<file path="src/rtl/pi_check_pkg.sv">
package pi_check_pkg;

  typedef enum logic [2:0] {
    ST_OK    = 3'd0,
    ST_GUARD = 3'd1,
    ST_APP   = 3'd2,
    ST_REF   = 3'd3,
    ST_BADPI = 3'd4
  } pi_status_e;

  typedef struct packed {
    logic [15:0] guard;
    logic [15:0] app;
    logic [31:0] reft;
  } pi_tuple_t;

  localparam logic [15:0] GUARD_POLY = 16'h8BB7;

  // One byte through the guard CRC, MSB first.
  function automatic logic [15:0] guard_step(input logic [15:0] c, input logic [7:0] b);
    logic [15:0] r;
    r = c ^ {b, 8'h00};
    for (int i = 0; i < 8; i++) begin
      r = r[15] ? ((r << 1) ^ GUARD_POLY) : (r << 1);
    end
    return r;
  endfunction

endpackage

</file>
<file path="src/rtl/pi_blk_walker.sv">
module pi_blk_walker #(
  parameter int DATA_BYTES = 16,
  parameter int META_BYTES = 16
) (
  input  logic                   clk,
  input  logic                   rst_n,
  input  logic                   clear,
  input  logic                   step,
  input  logic                   tuple_first,
  input  logic [7:0]             byte_in,
  output logic                   blk_end,
  output logic [15:0]            crc_out,
  output pi_check_pkg::pi_tuple_t tuple_view
);
  import pi_check_pkg::*;

  localparam int TOTAL = DATA_BYTES + META_BYTES;
  localparam int POSW  = $clog2(TOTAL);
  localparam logic [POSW:0] LAST_POS   = (POSW+1)'(TOTAL - 1);
  localparam logic [POSW:0] BASE_FIRST = (POSW+1)'(DATA_BYTES);
  localparam logic [POSW:0] BASE_LAST  = (POSW+1)'(DATA_BYTES + META_BYTES - 8);

  logic [POSW:0] pos_q, pos_d;
  logic [15:0]   crc_q, crc_d;
  logic [63:0]   tup_q, tup_d;
  logic [POSW:0] base, rel;
  logic          in_guard, in_tuple;

  always_comb begin
    base     = tuple_first ? BASE_FIRST : BASE_LAST;
    rel      = pos_q - base;
    in_guard = pos_q < base;
    in_tuple = (pos_q >= base) && (rel < (POSW+1)'(8));
    blk_end  = step && (pos_q == LAST_POS);
    crc_out  = crc_q;
    tuple_view = in_tuple ? {tup_q[55:0], byte_in} : tup_q;
  end

  always_comb begin
    pos_d = pos_q;
    crc_d = crc_q;
    tup_d = tup_q;
    if (clear) begin
      pos_d = '0;
      crc_d = '0;
      tup_d = '0;
    end else if (step) begin
      if (blk_end) begin
        pos_d = '0;
        crc_d = '0;
      end else begin
        pos_d = pos_q + 1'b1;
        if (in_guard) crc_d = guard_step(crc_q, byte_in);
      end
      if (in_tuple) tup_d = {tup_q[55:0], byte_in};
    end
  end

  always_ff @(posedge clk or negedge rst_n) begin
    if (!rst_n) begin
      pos_q <= '0;
      crc_q <= '0;
      tup_q <= '0;
    end else if (clear || step) begin
      pos_q <= pos_d;
      crc_q <= crc_d;
      tup_q <= tup_d;
    end
  end
endmodule

</file>
<file path="config.mk">
export PLATFORM = sky130hd
export DESIGN_NAME = pi_blk_walker
export DESIGN_NICKNAME = d
export VERILOG_FILES = /design/src/rtl/pi_check_pkg.sv /design/src/rtl/pi_blk_walker.sv
export SDC_FILE = /design/constraint.sdc
export NUM_CORES = 1
export LEC_CHECK = 0
export BUFFER_PORTS_ARGS = -buffer_cell sky130_fd_sc_hd__clkbuf_2
export CAP_MARGIN = 0
export CORE_ASPECT_RATIO = 0.5
export CORE_UTILIZATION = 55
export DETAILED_ROUTE_END_ITERATION = 6
export GPL_TIMING_DRIVEN = 0
export HOLD_SLACK_MARGIN = 0.08
export PLACE_DENSITY = 0.85
export SKIP_CTS_REPAIR_TIMING = 1
export SYNTH_ARGS = -nofsm -noshare
export SYNTH_HDL_FRONTEND = slang
export SYNTH_SLANG_ARGS = --single-unit
</file>
<file path="constraint.sdc">
create_clock -name clk -period 6.24 [get_ports clk]
set_clock_uncertainty 0.15 [all_clocks]
set_input_delay 1.248 -clock clk [delete_from_list [all_inputs] [get_ports clk]]
set_output_delay 1.248 -clock clk [all_outputs]
set_load 0.01 [all_outputs]
</file>
* Word-level counts from Yosys, hierarchy flattened *
Cells that the tools add are included.

word-level totals
  flip-flop bits (word level) = 86
  input bits = 13
  logic and storage cells = 44
  output and inout port bits = 81

operators by class
  bitwise operators = 9
  muxes and demuxes = 19
  magnitude comparators = 3
  reductions and logical operators = 7
  equal/unequal tests = 1
  add/sub/neg operators = 2

operators with widths
  operator             number
  $mux 16              12
  $mux 64              3
  $not 10->10          8
  $mux 6               3
  $xor 16x16->16       1
  $add 6x1->6 const B  1
  $eq 6x5->1 const B   1
  $ge 6x5->1           1
  $lt 6x4->1 const B   1
  $lt 6x5->1           1
  $sub 6x5->6          1
  $mux 4               1
  $reduce_and 3->1     1
  $reduce_bool 3->1    1
  $logic_and 1x1->1    2
  $reduce_and 2->1     1
  $reduce_bool 2->1    1
  $logic_or 1x1->1     1

* Logic depth before layout (Yosys ltp) *
  depth after elaboration = 21
  gate-level depth with buffers = 11
  mapped depth without buffers = 9

* Worst setup path before layout *
No wires, ideal clock.

  path kind = input to output
  start point = input port tuple_first
  end point = output port tuple_view[0] (netlist name)
  stages on the path = 9
  arrival time = 2863 ps
  slack = 1979 ps
  cell sequence = inv_1 > ha_1 > inv_1 > ha_1 > nand2_1 > a211oi_1 > o21ai_1 > buf_2 > mux2_2

RTL lines
  item         line                 text
  from (decl)  pi_blk_walker.sv:9   input logic tuple_first,
  to (decl)    pi_blk_walker.sv:13  output pi_check_pkg::pi_tuple_t tuple_view

==> flow_metrics.env <==
export IMPL_drive_gt1_frac=0.323
export IMPL_fmax_ghz=0.201
export IMPL_track_usage=0.272
export IMPL_clk_pin_slew_ns=0.07
export IMPL_diodes=0
export IMPL_period_minus_slack_ns=4.97
export IMPL_clock_latency_ns=0.34
export IMPL_dp_slack_ns=1.27
export IMPL_fp_dieH_um=67.4
export IMPL_tritoncts="yes"
export IMPL_status="completed"
export IMPL_final_cells=701
export IMPL_cts_path_max_buffers=2
export IMPL_netlist_top_cells_area="dfrtp_1 46%, mux2_2 15%, nand2_1 11%"
export IMPL_period_share=0.797
export IMPL_swShare=0.309
export IMPL_maxSlewHeadroom=0.381
export IMPL_synth_seq_area_share=0.457
export IMPL_crit_arrival_ns=3.57
export IMPL_critPathCaptureType="output pin"
export IMPL_htree_levels=3
export IMPL_start_util=0.578
export IMPL_slew_violations=0
export IMPL_yosysMostFrequentCell="nand2_1"
export IMPL_fillers=595
export IMPL_power_leakage_nw=2.65
export IMPL_drt_iter0_drc=314
export IMPL_die_area_sq_um=8950
export IMPL_yosys_warnings=0
export IMPL_max_stage_delay_ns=0.74
export IMPL_comb_power_share=0.339
export IMPL_grt_first_pass_wirelength_um=18300
export IMPL_rows=23
export IMPL_min_path_type="register to register"
export IMPL_rr_worst_depth=10
export IMPL_dp_hpwl_um=8040
export IMPL_finalWorstSetupSlack_ns=1.27
export IMPL_synth_cells=481
export IMPL_internal_power_mw=1.22
export IMPL_globalplace_congestion=0.909
export IMPL_final_setup_viol_count=0
export IMPL_worst_path_max_fanout=10
export IMPL_seqPwrFrac=0.362
export IMPL_overflow=0
export IMPL_coreArea_sq_um=8140
export IMPL_io_buffers=91
export IMPL_synth_top_cells_by_count="134 x nand2_1, 86 x dfrtp_1, 69 x a21oi_1, 64 x mux2_2, 26 x xnor2_1"
export IMPL_rsz0062_at_grt="false"
export IMPL_total_power_mw=1.76
export IMPL_reg2reg_from="pos_q[3]$_DFFE_PN0P_"
export IMPL_synth_async_reset_ratio=1.00
export IMPL_totalWireLength_um=11300
export IMPL_p_per_area_nw_per_um2=314
export IMPL_synth_nets=498
export IMPL_path_class="primary input to output pin"
export IMPL_yosys_cell_types_count=32
export IMPL_dp_cells=685
export IMPL_grt_pass1_vias=3689
export IMPL_crit_end="tuple_view[5]"
export IMPL_first_pass_iters=5
export IMPL_grt_max_degree=65
export IMPL_area_delta_synth_final_pct=19.5
export IMPL_clock_power_share=0.299
export IMPL_ant_nets=0
export IMPL_die_x_um=133
export IMPL_peakVddDrop_v=0.000326
export IMPL_drc=0
export IMPL_post_drt_wl_per_cell_um=16.1
export IMPL_synth_top_area_frac=0.457
export IMPL_synth_edf_count=0
export IMPL_slowest_stage="o21ai_1"
export IMPL_ys_ff_latch=86
export IMPL_p_sw_mw=0.546
export IMPL_place_area_sq_um=5330
export IMPL_fin_area_sq_um=5620
export IMPL_cts_sinks=86
export IMPL_fin_util=0.690
export IMPL_tightest_slew_ns=0.922
export IMPL_hold_violations=0
export IMPL_cts_root_buf="clkbuf_16"
export IMPL_vias=3879
export IMPL_cts_buffers=9
export IMPL_critPathLaunch="tuple_first"
export IMPL_fin_nets=601
export IMPL_max_cap_violations=0
export IMPL_syn_area_per_cell_sq_um=9.78
export IMPL_rrSetupSlack_ns=3.60
export IMPL_whs_ns=0.372
export IMPL_path_cells="clkbuf_2 -> inv_1 -> ha_1 -> inv_1 -> ha_1 -> nand2_1 -> a211oi_1 -> o21ai_1 -> buf_2 -> mux2_2 -> clkbuf_2"
export IMPL_critPathLaunchType="primary input"
export IMPL_required_ns=4.84
export IMPL_synth_area_leader_cell="dfrtp_1"
export IMPL_setup_tns_ns=0
export IMPL_r2r_end="tup_q[37]$_DFFE_PN0P_"
export IMPL_boundaryPins=94
export IMPL_netlist_area_sq_um=4710
export IMPL_synthFlopType="dfrtp_1"
export IMPL_vias_per_cell=5.53
export IMPL_antenna_found_initial=0
-- worst max-delay path, delay by kind of cell --
family / cells / cell delay [ns]
multiplexers: 1 / 0.39
adder cells (fa/ha/maj): 2 / 0.34
AND/OR/NAND/NOR: 1 / 0.06
buffers and inverters: 5 / 0.72
AO/OA/AOI/OAI: 2 / 0.80
-- flip-flops by register name (all words and copies together), names as in the netlist --
register / cells
tup_q: 64
pos_q: 6
crc_out: 16
-- placed cells by master, fill, tap and decap left out, types with 3 or more instances in the layout --
cell type  instances
a21oi_1           69
a22o_1            12
buf_1              5
buf_2              7
clkbuf_1          18
clkbuf_16          9
clkbuf_2          90
clkinv_2           4
dfrtp_1           86
ha_1               4
inv_1              7
mux2_2            64
nand2_1          134
nor2_1             6
nor2b_1            3
o21ai_0            4
or3_1              5
xnor2_1           26
xnor2_2            4
xnor3_2            3
xor2_1             8
-- power by group through the flow --
| stage | Sequential [mW] | Combinational, mW | Clock [mW] |
|---|---|---|---|
| final | 0.639 | 0.598 | 0.527 |
| after global routing | 0.645 | 0.653 | 0.556 |
| after CTS | 0.639 | 0.600 | 0.536 |
| after detailed placement | 0.649 | 0.589 | 0 |
| after global placement | 0.648 | 0.583 | 0 |
| after floorplan | 0.659 | 0.452 | 0 |
-- final cells by class --
type | count | area (sq um) | share of cell area
clock inverter | 7 | 65.1 | 0.0116
inverter | 7 | 26.3 | 0.00467
multi-input combinational | 358 | 2410 | 0.428
tap | 112 | 140 | 0.0249
sequential | 86 | 2150 | 0.383
timing repair buffer | 92 | 485 | 0.0864
clock buffer | 9 | 225 | 0.0401
buffer | 30 | 121 | 0.0216
-- logic make-up after synthesis --
logic type,Yosys count,synth area share
AND/OR/NAND/NOR,152,0.127
AO/OA/AOI/OAI,93,0.113
flip-flops,86,0.457
multiplexers,65,0.155
XOR/XNOR,44,0.105
buffers and inverters,37,0.0314
adder cells (fa/ha/maj),4,0.0106
-- worst min path at each step --
stage                          startpoint               endpoint  slack, ns  cells after the start
floorplan           tup_q[56]$_DFFE_PN0P_  tup_q[56]$_DFFE_PN0P_       0.35                      2
global placement    tup_q[61]$_DFFE_PN0P_  tup_q[61]$_DFFE_PN0P_       0.36                      2
detailed placement  tup_q[58]$_DFFE_PN0P_  tup_q[58]$_DFFE_PN0P_       0.36                      2
CTS                 tup_q[58]$_DFFE_PN0P_  tup_q[58]$_DFFE_PN0P_       0.37                      2
global route        tup_q[60]$_DFFE_PN0P_  tup_q[60]$_DFFE_PN0P_       0.39                      2
finish              tup_q[57]$_DFFE_PN0P_  tup_q[57]$_DFFE_PN0P_       0.37                      2
-- metal layers --
| layer | share of wire | vias up | track usage |
|---|---|---|---|
| met2 | 0.48 | 116 | 0.450 |
| met5 | 0 | - | 0 |
| met1 | 0.44 | 1916 | 0.350 |
| met3 | 0.062 | 17 | 0.0736 |
| met4 | 0.018 | 0 | 0.0977 |
| li1 | - | 1830 | - |
(Power assumes the default switching activity.)
